## src/rtl/uart_os_rx_pkg.sv

```systemverilog
package uart_os_rx_pkg;

  typedef enum logic [1:0] {
    PAR_OFF  = 2'd0,
    PAR_EVEN = 2'd1,
    PAR_ODD  = 2'd2,
    PAR_OFF3 = 2'd3
  } par_sel_e;

  typedef enum logic [2:0] {
    RX_HUNT  = 3'd0,
    RX_START = 3'd1,
    RX_DATA  = 3'd2,
    RX_PAR   = 3'd3,
    RX_STOP  = 3'd4
  } rx_state_e;

  function automatic logic vote3(input logic a, input logic b, input logic c);
    return (a & b) | (a & c) | (b & c);
  endfunction

endpackage

```

## src/rtl/uart_os_rx_sync.sv

```systemverilog
module uart_os_rx_sync #(
  parameter int   STAGES  = 2,
  parameter logic RST_VAL = 1'b1
) (
  input  logic clk,
  input  logic rst_n,
  input  logic d,
  output logic q
);
  logic [STAGES-1:0] pipe;

  always_ff @(posedge clk or negedge rst_n) begin
    if (!rst_n) pipe <= {STAGES{RST_VAL}};
    else        pipe <= {pipe[STAGES-2:0], d};
  end

  assign q = pipe[STAGES-1];
endmodule

```

## src/rtl/uart_os_rx_sampler.sv

```systemverilog
module uart_os_rx_sampler
  import uart_os_rx_pkg::*;
#(
  parameter int OSR_HI = 16,
  parameter int OSR_LO = 8,
  parameter int CNT_W  = $clog2(OSR_HI + 1)
) (
  input  logic clk,
  input  logic rst_n,
  input  logic tick,
  input  logic dbl,
  input  logic hunt,
  input  logic rx_s,
  output logic start_seen,
  output logic bit_done,
  output logic bit_val
);
  localparam logic [CNT_W-1:0] SPAN_HI = CNT_W'(OSR_HI);
  localparam logic [CNT_W-1:0] SPAN_LO = CNT_W'(OSR_LO);
  localparam logic [CNT_W-1:0] ONE     = CNT_W'(1);

  logic [CNT_W-1:0] cnt;
  logic [CNT_W-1:0] span, ctr0, ctr1, ctr2, nxt;
  logic             prev;
  logic [1:0]       votes;

  always_comb begin
    span = dbl ? SPAN_LO : SPAN_HI;
    ctr0 = span >> 1;
    ctr1 = ctr0 + ONE;
    ctr2 = ctr1 + ONE;
    nxt  = (cnt >= span) ? ONE : cnt + ONE;
  end

  assign start_seen = tick & hunt & prev & ~rx_s;
  assign bit_done   = tick & ~hunt & (nxt == ctr2);
  assign bit_val    = vote3(votes[0], votes[1], rx_s);

  always_ff @(posedge clk or negedge rst_n) begin
    if (!rst_n) begin
      cnt   <= '0;
      prev  <= 1'b1;
      votes <= '0;
    end else if (tick) begin
      prev <= rx_s;
      if (hunt) begin
        cnt <= start_seen ? ONE : '0;
      end else begin
        cnt <= nxt;
        if (nxt == ctr0) votes[0] <= rx_s;
        if (nxt == ctr1) votes[1] <= rx_s;
      end
    end
  end

  // outside the search the sample index always lies inside the bit period
  a_r1_index_in_bit: assert property (@(posedge clk) disable iff (!rst_n)
    !hunt |-> (cnt >= ONE && cnt <= span))
    else $error("sample index out of range");

  // the sample history moves only on a tick
  a_r8_tick_only: assert property (@(posedge clk) disable iff (!rst_n)
    !tick |=> $stable(prev) && $stable(cnt))
    else $error("sampler moved without a tick");
endmodule

```

## src/rtl/uart_os_rx_frame.sv

```systemverilog
module uart_os_rx_frame
  import uart_os_rx_pkg::*;
#(
  parameter int MAX_BITS = 8,
  parameter int LEN_W    = 2,
  parameter int MIN_BITS = MAX_BITS + 1 - (1 << LEN_W),
  parameter int BC_W     = $clog2(MAX_BITS + 1)
) (
  input  logic                clk,
  input  logic                rst_n,
  input  logic                start_seen,
  input  logic                bit_done,
  input  logic                bit_val,
  input  logic [LEN_W-1:0]    len_code,
  input  logic [1:0]          par_code,
  output logic                hunt,
  output logic                frame_done,
  output logic [MAX_BITS-1:0] frame_data,
  output logic                frame_ferr,
  output logic                frame_perr
);
  localparam logic [BC_W-1:0] ONE = BC_W'(1);

  rx_state_e           state;
  logic [MAX_BITS-1:0] shreg;
  logic [BC_W-1:0]     bcnt, nbits;
  logic                par_acc, perr_r, par_en, par_odd, last_bit;

  always_comb begin
    nbits    = BC_W'(MIN_BITS) + BC_W'(len_code);
    last_bit = (bcnt == nbits - ONE);
    par_en   = (par_code == PAR_EVEN) || (par_code == PAR_ODD);
    par_odd  = (par_code == PAR_ODD);
  end

  assign hunt       = (state == RX_HUNT);
  assign frame_done = (state == RX_STOP) & bit_done;
  assign frame_ferr = ~bit_val;
  assign frame_perr = perr_r;
  assign frame_data = shreg >> (BC_W'(MAX_BITS) - nbits);

  always_ff @(posedge clk or negedge rst_n) begin
    if (!rst_n) begin
      state   <= RX_HUNT;
      shreg   <= '0;
      bcnt    <= '0;
      par_acc <= 1'b0;
      perr_r  <= 1'b0;
    end else begin
      case (state)
        RX_HUNT: if (start_seen) state <= RX_START;
        RX_START: if (bit_done) begin
          state   <= bit_val ? RX_HUNT : RX_DATA;
          shreg   <= '0;
          bcnt    <= '0;
          par_acc <= 1'b0;
          perr_r  <= 1'b0;
        end
        RX_DATA: if (bit_done) begin
          shreg   <= {bit_val, shreg[MAX_BITS-1:1]};
          par_acc <= par_acc ^ bit_val;
          bcnt    <= bcnt + ONE;
          if (last_bit) state <= par_en ? RX_PAR : RX_STOP;
        end
        RX_PAR: if (bit_done) begin
          perr_r <= par_acc ^ bit_val ^ par_odd;
          state  <= RX_STOP;
        end
        RX_STOP: if (bit_done) state <= RX_HUNT;
        default: state <= RX_HUNT;
      endcase
    end
  end

  // the data bit count never passes the selected length
  a_r4_len_bound: assert property (@(posedge clk) disable iff (!rst_n)
    state == RX_DATA |-> bcnt < nbits)
    else $error("data bit count overran");

  // a start bit voted high sends the receiver back to the search
  a_r3_glitch_back: assert property (@(posedge clk) disable iff (!rst_n)
    (state == RX_START && bit_done && bit_val) |=> hunt)
    else $error("false start not rejected");

  // the search resumes right after the stop vote
  a_r7_hunt_after_stop: assert property (@(posedge clk) disable iff (!rst_n)
    (state == RX_STOP && bit_done) |=> hunt)
    else $error("no search after stop bit");

  // without parity the last data bit leads straight to the stop bit
  a_r5_skip_parity: assert property (@(posedge clk) disable iff (!rst_n)
    (state == RX_DATA && bit_done && last_bit && !par_en) |=> state == RX_STOP)
    else $error("parity slot used with parity off");
endmodule

```

## src/rtl/uart_os_rx.sv

```systemverilog
module uart_os_rx
  import uart_os_rx_pkg::*;
#(
  parameter int MAX_BITS = 8,
  parameter int LEN_W    = 2,
  parameter int OSR_HI   = 16,
  parameter int OSR_LO   = 8,
  parameter int SYNC_N   = 2
) (
  input  logic                clk,
  input  logic                rst_n,
  input  logic                samp_tick,
  input  logic                dbl_rate,
  input  logic [LEN_W-1:0]    len_sel,
  input  logic [1:0]          par_sel,
  input  logic                rxd_in,
  output logic                out_valid,
  input  logic                out_ready,
  output logic [MAX_BITS-1:0] out_data,
  output logic                out_ferr,
  output logic                out_perr
);
  logic                rx_s, start_seen, bit_done, bit_val, hunt;
  logic                frame_done, frame_ferr, frame_perr;
  logic [MAX_BITS-1:0] frame_data;

  uart_os_rx_sync #(.STAGES(SYNC_N), .RST_VAL(1'b1)) u_sync (
    .clk(clk), .rst_n(rst_n), .d(rxd_in), .q(rx_s)
  );

  uart_os_rx_sampler #(.OSR_HI(OSR_HI), .OSR_LO(OSR_LO)) u_samp (
    .clk(clk), .rst_n(rst_n), .tick(samp_tick), .dbl(dbl_rate), .hunt(hunt),
    .rx_s(rx_s), .start_seen(start_seen), .bit_done(bit_done), .bit_val(bit_val)
  );

  uart_os_rx_frame #(.MAX_BITS(MAX_BITS), .LEN_W(LEN_W)) u_frame (
    .clk(clk), .rst_n(rst_n), .start_seen(start_seen), .bit_done(bit_done),
    .bit_val(bit_val), .len_code(len_sel), .par_code(par_sel), .hunt(hunt),
    .frame_done(frame_done), .frame_data(frame_data), .frame_ferr(frame_ferr),
    .frame_perr(frame_perr)
  );

  always_ff @(posedge clk or negedge rst_n) begin
    if (!rst_n) begin
      out_valid <= 1'b0;
      out_data  <= '0;
      out_ferr  <= 1'b0;
      out_perr  <= 1'b0;
    end else if (frame_done) begin
      out_valid <= 1'b1;
      out_data  <= frame_data;
      out_ferr  <= frame_ferr;
      out_perr  <= frame_perr;
    end else if (out_valid && out_ready) begin
      out_valid <= 1'b0;
    end
  end

  // a finished frame is presented on the next cycle
  a_r9_present: assert property (@(posedge clk) disable iff (!rst_n)
    frame_done |=> out_valid)
    else $error("finished frame not presented");

  // back-pressure holds the word
  a_r9_hold: assert property (@(posedge clk) disable iff (!rst_n)
    (out_valid && !out_ready && !frame_done) |=>
      out_valid && $stable(out_data) && $stable(out_ferr) && $stable(out_perr))
    else $error("word changed under back-pressure");

  // a handshake without a new frame empties the port
  a_r9_drain: assert property (@(posedge clk) disable iff (!rst_n)
    (out_valid && out_ready && !frame_done) |=> !out_valid)
    else $error("valid stayed after handshake");

  // a frame completing in a handshake cycle keeps valid high
  a_r10_same_cycle: assert property (@(posedge clk) disable iff (!rst_n)
    (out_valid && out_ready && frame_done) |=> out_valid)
    else $error("new frame lost in handshake cycle");
endmodule

```

## config.mk

```make
export PLATFORM = sky130hd
export DESIGN_NAME = uart_os_rx
export DESIGN_NICKNAME = d
export VERILOG_FILES = /design/src/rtl/uart_os_rx_pkg.sv /design/src/rtl/uart_os_rx_sync.sv /design/src/rtl/uart_os_rx_sampler.sv /design/src/rtl/uart_os_rx_frame.sv /design/src/rtl/uart_os_rx.sv
export SDC_FILE = /design/constraint.sdc
export NUM_CORES = 1
export LEC_CHECK = 0
export ABC_AREA = 1
export BUFFER_PORTS_ARGS = -buffer_cell sky130_fd_sc_hd__buf_2
export CORE_MARGIN = 2
export CORE_UTILIZATION = 41
export DETAILED_ROUTE_END_ITERATION = 6
export SETUP_SLACK_MARGIN = 0.4
export SLEW_MARGIN = 10
export SYNTH_ARGS = -nofsm -noshare
export SYNTH_HDL_FRONTEND = slang
export SYNTH_SLANG_ARGS = --single-unit
export TNS_END_PERCENT = 10
```

## constraint.sdc

```tcl
create_clock -name clk -period 1.8 [get_ports clk]
set_input_delay 0.27 -clock clk [delete_from_list [all_inputs] [get_ports clk]]
set_output_delay 0.27 -clock clk [all_outputs]
set_load 0.01 [all_outputs]
```

* Word level (Yosys, flattened, before mapping)
Index checks and enable logic that the tools add are counted.
** Cells by class
- Add/sub/neg operators :: 7
- Shift-type cells :: 1
- Multiplexer cells :: 26
- Equality and inequality tests :: 16
- Bitwise gates (word level) :: 16
- Div/mod/pow operators :: 0
- Reduce and logical (&&, ||, !) cells :: 11
- Multipliers :: 0
- $lt $le $gt $ge :: 1
** Operators with widths (number)
- $mux 3 :: 7
- $mux 8 :: 2
- $pmux 8 s2 :: 1
- $mux 5 :: 3
- $pmux 3 s5 :: 1
- $reduce_and 3->1 :: 4
- $add 5x1->5 const B :: 2
- $eq 5x5->1 :: 2
- $ne 2x1->1 const B :: 5
- $and 1x1->1 :: 9
- $mux 4 :: 2
- $pmux 4 s2 :: 1
- $shr 8x4->8 :: 1
- $eq 3x2->1 const B :: 2
- $mux 1 :: 6
- $reduce_and 6->1 :: 1
- $reduce_bool 2->1 :: 3
- $add 4x1->5 const B :: 1
- $eq 5x4->1 :: 1
- $ge 5x5->1 :: 1
- $add 3x2->4 const A :: 1
- $add 4x1->4 const B :: 1
- $eq 4x4->1 :: 1
- $pmux 1 s2 :: 2
- 14 further kinds :: 18
** Storage, ports and cells
- Bits in registers :: 38
- Memory bits (writable) :: 0
- Logic and storage cells :: 92
- Latch bits :: 0
- Memories :: 0
- Input bits :: 10
- ROM bits :: 0

* Longest topological paths before layout
Gate-level depths: netlist of run 1.
- Depth after elaboration :: 7
- Gate-level depth with buffers :: 15
- Gate-level depth less buffers :: 14

* Cells and area by module
A second synthesis of run 1 with hierarchy kept.
** Unflattened totals
- Cell total of the unflattened synthesis :: 294
- Area, all modules :: 2274.7 um2
** Modules (own cells, without submodules)
- uart_os_rx_frame :: area an instance 1152.4 um2, cells an instance 155, instances 1
- uart_os_rx_sampler :: area an instance 648.1 um2, cells an instance 90, instances 1
- uart_os_rx :: area an instance 421.7 um2, cells an instance 47, instances 1
- uart_os_rx_sync :: area an instance 52.6 um2, cells an instance 2, instances 1

* Least setup slack after synthesis of run 1
No wires, ideal clock.
- Path type :: register to register
- Start point :: register u_samp.cnt[4]
- End point :: register out_data[6]
- Data required time :: 1.681 ns
- Buffers on the path :: 1
- Library setup time :: 0.119 ns
- Arrival time :: 1.812 ns
- Cell stages (with the launch flop) :: 13
- Path slack :: -0.131 ns
- Cell sequence :: dfrtp_1 -> ha_1 -> nand2_1 -> nand2_1 -> nor2_8 -> nand3_1 -> nor2_2 -> nand2_4 -> nor2_8 -> inv_2 -> buf_6 -> nand2_1 -> nand2_1
** On the way
- Longest elaborated chain between the ends :: 5
- Elaborated cells between the ends (all ways) :: 6
- Classes of those cells :: add/sub (1); order compare (1); eq/ne (1); mux (1); bitwise (2)
** Ends and longest elaborated chain
- start, declared :: RTL line uart_os_rx_sampler.sv:22 : logic [CNT_W-1:0] cnt;
- start signal, assigned :: RTL line uart_os_rx_sampler.sv:47 : cnt <= start_seen ? ONE : '0;
- start signal, assigned :: RTL line uart_os_rx_sampler.sv:49 : cnt <= nxt;
- $add 5x1->5 or $ge 5x5->1 (tied branches) :: RTL line uart_os_rx_sampler.sv:32 : nxt = (cnt >= span) ? ONE : cnt + ONE;
- $mux 5 * :: RTL line uart_os_rx_sampler.sv:32
- $eq 5x5->1 * :: RTL line uart_os_rx_sampler.sv:36 : assign bit_done = tick & ~hunt & (nxt == ctr2);
- $and 1x1->1 * :: RTL line uart_os_rx_sampler.sv:36
- $and 1x1->1 * :: RTL line uart_os_rx_frame.sv:37 : assign frame_done = (state == RX_STOP) & bit_done;
- end signal, assigned :: RTL line uart_os_rx.sv:51 : out_data <= frame_data;
- end, declared :: RTL line uart_os_rx.sv:19 : output logic [MAX_BITS-1:0] out_data,
Every way passes the cells marked *; elsewhere a longest branch is shown, timed or not.
A chain may end at the register's enable or synchronous reset.

* Worst setup path after layout of run 1
- Start point :: register u_samp.cnt[4]
- End point :: register u_frame.shreg[1]
** On the way
- Longest elaborated chain between the ends :: 6
- Elaborated cells between the ends (all ways) :: 8
- Classes of those cells :: add/sub (1); order compare (1); eq/ne (3); mux (1); bitwise (1); reduce/logical (1)
** Ends and longest elaborated chain
- $add 5x1->5 or $ge 5x5->1 (tied branches) :: RTL line uart_os_rx_sampler.sv:32
- $mux 5 * :: RTL line uart_os_rx_sampler.sv:32
- $eq 5x5->1 * :: RTL line uart_os_rx_sampler.sv:36
- $and 1x1->1 * :: RTL line uart_os_rx_sampler.sv:36
- $ne 2x1->1 (no line)
- $reduce_and 3->1 (no line) *
- end signal, assigned :: RTL line uart_os_rx_frame.sv:60 : shreg <= {bit_val, shreg[MAX_BITS-1:1]};
- end, declared :: RTL line uart_os_rx_frame.sv:25 : logic [MAX_BITS-1:0] shreg;
Marks and branches as above.

==> summary.txt, run 1 <==
Run status
  – Status: complete, but fails checks
  – Failing checks: setup timing

STA
  – Final setup vio count: 12
  – Layout Skew: 0.00395 ns
  – Slew at the pin closest to its max-slew limit: 0.472 ns
  – Slew Viols, Final: 0
  – Fmax achieved: 542 MHz
  – Worst Hold Margin: 0.0719 ns
  – Min Tclk post-route: 1.85 ns
  – RSZ-0062 raised after global routing: true
  – Crit share post-route: 1.03
  – Worst Slack Setup Final: -0.0467 ns
  – Setup TNS: -0.318 ns
  – Max_slew headroom: 0.685
  – Final Hold Viols: 0

Floorplan
  – Core area: 5110 µm²
  – Rows: 26
  – Die ar.: 5860 µm²
  – IO Count: 21
  – Die X-Extent: 76.6 µm
  – Initial Utilization: 0.423
  – Die height: 76.6 µm

Global routing
  – Largest net degree at the start of global routing: 21
  – First-pass GRT wire length: 7530 µm
  – Vias in the first global route: 1,652
  – Initial antenna violation count: 0
  – Total track usage: 0.161
  – Global route total overflow: 0

Worst setup path
  – Worst Path Required: 2.04 ns
  – Setup crit end kind: register
  – CP startpoint: u_samp.cnt[4]
  – End of the worst register-to-register path: u_frame.shreg[1]
  – Arrival time at the worst endpoint: 2.08 ns
  – Reg2reg setup slack: -0.05 ns
  – Top fanout value on the critical path: 5
  – CP Launch Type: register
  – Critical R2R Launch: u_samp.cnt[4]
  – CP Class: reg2reg
  – Worst r2r path cells: 12

Drt
  – Antenna-violating nets left: 0
  – Avg Vias per Cell: 4.61
  – Count of TritonRoute iterations in the first routing pass: 4
  – Vias: 1,824
  – Drt wl/cell: 11.4 µm
  – WL final: 4520 µm
  – # DRC: 0
  – Drt first-iter violations: 91

Yosys
  – Post-synthesis compound-gate area fraction: 0.0892
  – Post-synth cell types: 28
  – Seq/Total Area, Yosys: 0.442
  – Post-Synth XOR/XNOR Area: 0.0203
  – Mux cell area share after synthesis: 0.0139
  – Area share of the largest cell type after synthesis: 0.406
  – Largest cells by area after synthesis: dfrtp_1 (41%), nand2_1 (17%), inv_1 (5.6%)
  – Most frequent cell after synthesis: nand2_1
  – Yosys reg bits: 38
  – Post-Syn Nets: 294
  – Post-synthesis adder-cell area fraction: 0.0463
  – Largest family of logic cells by synthesized area: simple AND/OR/NAND/NOR gates
  – Cell taking the most area after synthesis: dfrtp_1
  – Synthesized instance count: 276
  – Async SR Flop Fraction: 1.00
  – Synthesized area: 2160 µm²
  – Mapped Avg Cell Area: 7.82 µm²
  – EDFF count, synth: 0
  – Yosys warns: 0
  – Post-synthesis simple-gate area fraction: 0.315
  – Top post-synthesis cells by count: nand2_1 (97), dfrtp_1 (35), inv_1 (32)
  – Top FF cell, synth: dfrtp_1

Clocking
  – CTS tree: built
  – CTS buffer count: 5
  – Clock Path Buffers: 2
  – CTS Sinks: 38
  – CTS root buffer: clkbuf_8
  – Worst-Skew Late Latency: 0.29 ns
  – H-tree Lvls: 2
  – Clk pin slew, worst setup/hold paths: 0.08 ns

Placed design
  – RePlAce Congestion: 0.823
  – Port bufs: 20
  – DP Wirelength: 3210 µm

Worst hold path
  – Hold Path Origin: rxd_in
  – Hold Path End: u_sync.pipe[0]
  – Hold WC Path Type: in2reg
  – Hold Path Stages: 1

Final layout
  – Post-layout util: 0.551
  – Share of layout cells above drive strength 1: 0.328
  – # fillers: 490
  – N_diodes: 0
  – # nets final: 343
  – Area Growth Syn to Fin: 30.4%

Power
  – PD cells: 980 nW/µm²
  – LEAKAGE: 1.49 nW
  – Total Power: 2.76 mW
  – Logic pwr share: 0.398
  – Flop pwr share: 0.380
  – Internal power: 1.71 mW
  – Clock power share: 0.222
  – Sw frac: 0.381
  – Sw Pwr: 1.05 mW
  – Peak VDD IR: 499 µV

Run
  – Max Cap Viol: 0
[worst max-delay path by stage]
stage / depth (start not counted) / slack (ns) / endpoint
2_1_floorplan: 12 / -0.08 / out_data[6]
3_3_place_gp: 12 / -0.17 / u_frame.bcnt[3]
3_5_place_dp: 12 / -0.22 / u_frame.bcnt[3]
4_1_cts: 11 / -0.009 / out_data[6]
5_1_grt: 11 / -0.14 / u_frame.shreg[1]
6_report: 12 / -0.05 / u_frame.shreg[1]
[layout make-up]
class                   count  area (µm²)  share of cell area
clock buffers               6        82.6              0.0293
clock inverters             2        12.5             0.00444
inverters                  35         139              0.0493
multi-input cells         200        1210               0.429
flip-flops and latches     38         955               0.339
well taps                  70        87.6              0.0311
repair buffers             45         333               0.118
[stage by stage]
| step | setup WS, ns | cells | instance area [µm²] |
|---|---|---|---|
| after floorplan | -0.0794 | 276 | 2160 |
| after global placement | -0.167 | 382 | 2500 |
| after detailed placement | -0.216 | 382 | 2500 |
| after CTS | -0.00899 | 395 | 2730 |
| after global routing | -0.140 | 396 | 2820 |
| final | -0.0467 | 396 | 2820 |
[flip-flops by register name, summed over array words and instances (netlist names)]
name	count
out_data	8
u_frame.shreg	8
u_samp.cnt	5
u_frame.bcnt	4
u_frame.state	3
u_samp.votes	2
u_sync.pipe	2
out_ferr	1
out_perr	1
out_valid	1
u_frame.frame_perr	1
u_frame.par_acc	1
u_samp.prev	1
[worst max-delay path: stages (launching register included)]
cell and delay (ns):
dfrtp_1 0.41, ha_4 0.30, nand2_4 0.06, nor2_4 0.17, nor2_8 0.06, nand3_2 0.06, nand2_2 0.06, nor2_4 0.11
nand2_4 0.11, nor2_4 0.17, clkbuf_16 0.18, nand2_2 0.04, nand2_1 0.05
[repair_timing]
| item | 4_1_cts | 5_1_grt |
|---|---|---|
| hold buffers | 1 | 0 |
| setup buffers | 3 | 0 |
| endpoints found under the setup margin | 34 | 34 |
| resized for setup | 31 | 15 |
| cloned | 1 | 1 |
| hold endpoints to repair | 18 | 0 |
| pin swaps | 11 | 1 |
[layout by cell type, fill, tap and decap left out, types with 3 or more instances in the layout]
| cell | count |
|---|---|
| nand4_1 | 3 |
| o21ai_0 | 15 |
| mux2i_1 | 3 |
| nand2_2 | 17 |
| o21ai_2 | 7 |
| nand2_4 | 6 |
| inv_1 | 30 |
| nand3_1 | 17 |
| ha_1 | 5 |
| dfrtp_1 | 35 |
| clkbuf_8 | 6 |
| inv_2 | 3 |
| dfstp_2 | 3 |
| nor2_1 | 15 |
| nand2_1 | 78 |
| buf_2 | 20 |
| nor2_4 | 4 |
| xor2_1 | 3 |
| o21ai_1 | 6 |
| buf_4 | 21 |
| o22ai_1 | 3 |
[routing by layer]
metal,GRT usage,share of wire,vias to the layer above,wire [µm]
met4,0.0473,0.010,0,45
met2,0.234,0.45,26,2030
met1,0.236,0.51,823,2320
met3,0.0403,0.028,4,125
li1,-,-,971,-
met5,0,0,-,0
[logic make-up (layout without fill, tap and decap cells)]
family / count (synthesis) / in the layout
fa+ha+maj: 8 / 8
compound gates: 33 / 33
simple gates: 150 / 151
buf+inv: 39 / 88
mux: 3 / 3
flops: 38 / 38
xor+xnor: 5 / 5
[power groups by stage]
stage	clock, mW	sequential (mW)	combinational, mW
2_1_floorplan	0	1.06	0.592
3_3_place_gp	0	1.06	0.892
3_5_place_dp	0	1.06	0.895
4_1_cts	0.634	1.05	1.02
5_1_grt	0.669	1.06	1.23
6_report	0.612	1.05	1.10
(Power assumes the default switching activity.)
==> run 2, diff against run 1 <==
--- a/config.mk
+++ b/config.mk
@@ -10,6 +10,7 @@
 export CORE_MARGIN = 2
 export CORE_UTILIZATION = 41
 export DETAILED_ROUTE_END_ITERATION = 6
+export GPL_TIMING_DRIVEN = 0
 export SETUP_SLACK_MARGIN = 0.4
 export SLEW_MARGIN = 10
 export SYNTH_ARGS = -nofsm -noshare
==> summary.txt, run 2 (synthesis results as in run 1) <==
Floorplan
  – Core area: 5110 µm² (unchanged)
  – Rows: 26 (unchanged)
  – IO Count: 21 (unchanged)
  – Die height: 76.6 µm (unchanged)
  – Die ar.: 5860 µm² (unchanged)
  – Die X-Extent: 76.6 µm (unchanged)
  – Initial Utilization: 0.423 (unchanged)

STA
  – Slew at the pin closest to its max-slew limit: 0.864 ns (+0.392 ns)
  – Final setup vio count: 22 (+10)
  – Max_slew headroom: 0.424 (-0.261)
  – Slew Viols, Final: 0 (unchanged)
  – Worst Hold Margin: 0.0728 ns (+0.000873 ns)
  – Final Hold Viols: 0 (unchanged)
  – Crit share post-route: 1.06 (+0.0339)
  – Fmax achieved: 524 MHz (-3.2%)
  – Worst Slack Setup Final: -0.108 ns (-0.0611 ns)
  – RSZ-0062 raised after global routing: true
  – Layout Skew: 0.00282 ns (-0.00113 ns)
  – Min Tclk post-route: 1.91 ns (+0.0611 ns)

Global routing
  – Global route total overflow: 0 (unchanged)
  – Initial antenna violation count: 0 (unchanged)
  – Largest net degree at the start of global routing: 39 (+86%)
  – First-pass GRT wire length: 7810 µm (+3.7%)
  – Total track usage: 0.167 (+0.00616)
  – Vias in the first global route: 1,703 (+3.1%)

Final layout
  – # nets final: 335 (-2.3%)
  – Most frequent cells in the layout: nand2_1 (81), dfrtp_1 (35), inv_1 (30), buf_2 (21), nand3_1 (18)
  – Post-layout util: 0.533 (-0.0186)
  – Top Registers: out_data x8, u_frame.shreg x8, u_samp.cnt x5
  – Share of layout cells above drive strength 1: 0.299 (-0.0295)
  – N_diodes: 0 (unchanged)
  – Area Growth Syn to Fin: 26.0%
  – Most common cell after layout, fill and taps aside: nand2_1

Worst setup path
  – Arrival time at the worst endpoint: 2.09 ns (about the same)
  – Critical R2R Launch: u_samp.cnt[4]
  – Largest delay share family, worst path: simple AND/OR/NAND/NOR gates
  – Worst path bufs/invs: 2 (+1)
  – Setup crit end kind: register
  – Top fanout value on the critical path: 7 (+2)
  – CP Cell Sequence: ha_4, nand2_2, nor2_4, nor2_8, nand3_2, nand2_2, nor2_4, nand2_4, nor2_8, inv_6, buf_8, nand2_2, o21ai_1
  – CP dominant cell by count: nand2_2
  – Worst Path Required: 1.98 ns (-0.06 ns)
  – CP peak stage delay: 0.42 ns (about the same)
  – CP Class: reg2reg
  – CP startpoint: u_samp.cnt[4]
  – CP Launch Type: register
  – Slowest-stage cell, CP: dfrtp_1

Power
  – Peak VDD IR: 396 µV (-21%)
  – LEAKAGE: 1.43 nW (-4.2%)
  – PD cells: 960 nW/µm² (-2.0%)

Placed design
  – RePlAce Congestion: 0.827 (+0.47%)
  – Port bufs: 20 (unchanged)
  – DP Wirelength: 3030 µm (-5.5%)

Drt
  – Vias: 1,832 (+0.44%)
  – WL final: 4450 µm (-1.6%)
  – Count of TritonRoute iterations in the first routing pass: 4 (unchanged)
  – Drt wl/cell: 11.5 µm (+0.41%)
  – Antenna-violating nets left: 0 (unchanged)
  – # DRC: 0 (unchanged)
  – Avg Vias per Cell: 4.72 (+2.5%)
  – Drt first-iter violations: 94 (+3.3%)

Clocking
  – Clk pin slew, worst setup/hold paths: 0.08 ns (about the same)
  – CTS root buffer: clkbuf_8
  – H-tree Lvls: 2 (unchanged)
  – CTS tree: built
  – Clock Path Buffers: 2 (unchanged)
  – CTS buffer count: 5 (unchanged)
  – CTS Sinks: 38 (unchanged)
  – Worst-Skew Late Latency: 0.29 ns (about the same)
  – CTS Hold Bufs: 0 (-1)

Run status
  – Failing checks: setup timing
  – Status: complete, but fails checks

Run
  – Max Cap Viol: 0 (unchanged)

Worst hold path
  – Hold Path Origin: rxd_in
  – Hold WC Path Type: in2reg
-- run 2: final timing paths --
path,slack [ns],to,depth (start not counted)
hold reg to reg,0.36,u_sync.pipe[1],0
setup / recovery,-0.11,out_data[7],13
min in group asynchronous,0.09,u_frame.state[0],1
hold / removal,0.07,u_sync.pipe[0],1
setup reg to reg,-0.11,out_data[7],13
max in group asynchronous,1.17,out_data[0],1
-- run 2: stage by stage --
step	power, mW	std cells	setup slack [ns]	cell area, µm²	TNS [ns]
2_1_floorplan	1.65	276	-0.0794	2160	-1.12
3_3_place_gp	1.81	366	-0.333	2350	-6.98
3_5_place_dp	1.82	366	-0.330	2350	-7.08
4_1_cts	2.58	385	-0.136	2670	-2.18
5_1_grt	2.80	388	-0.225	2720	-5.07
6_report	2.61	388	-0.108	2720	-1.85
-- run 2: where the power goes --
group	internal [mW]	switching (mW)
registers	0.949	0.122
clock network	0.308	0.313
logic	0.356	0.563
total	1.61	0.998
-- run 2: final cells by class --
| type | count | area (µm²) |
|---|---|---|
| clock buffers | 6 | 82.6 |
| flip-flops and latches | 38 | 955 |
| fillers | 508 | 2390 |
| clock inverters | 2 | 12.5 |
| multi-input cells | 199 | 1180 |
| inverters | 35 | 136 |
| repair buffers | 34 | 233 |
| well taps | 70 | 87.6 |
| plain buffers | 4 | 38.8 |
-- run 2: timing repair --
action | 4_1_cts | 5_1_grt
setup buffers | 10 | 3
setup endpoints to repair | 32 | 35
resized for setup | 35 | 8
pin swaps | 16 | 10
gates cloned | 1 | 0
-- run 2: layer usage --
layer | GRT usage | wire length (µm) | up-vias
li1 | - | - | 959
met3 | 0.0332 | 120 | 5
met2 | 0.254 | 2040 | 27
met4 | 0.0764 | 82 | 0
met1 | 0.229 | 2200 | 841
met5 | 0 | 0 | -
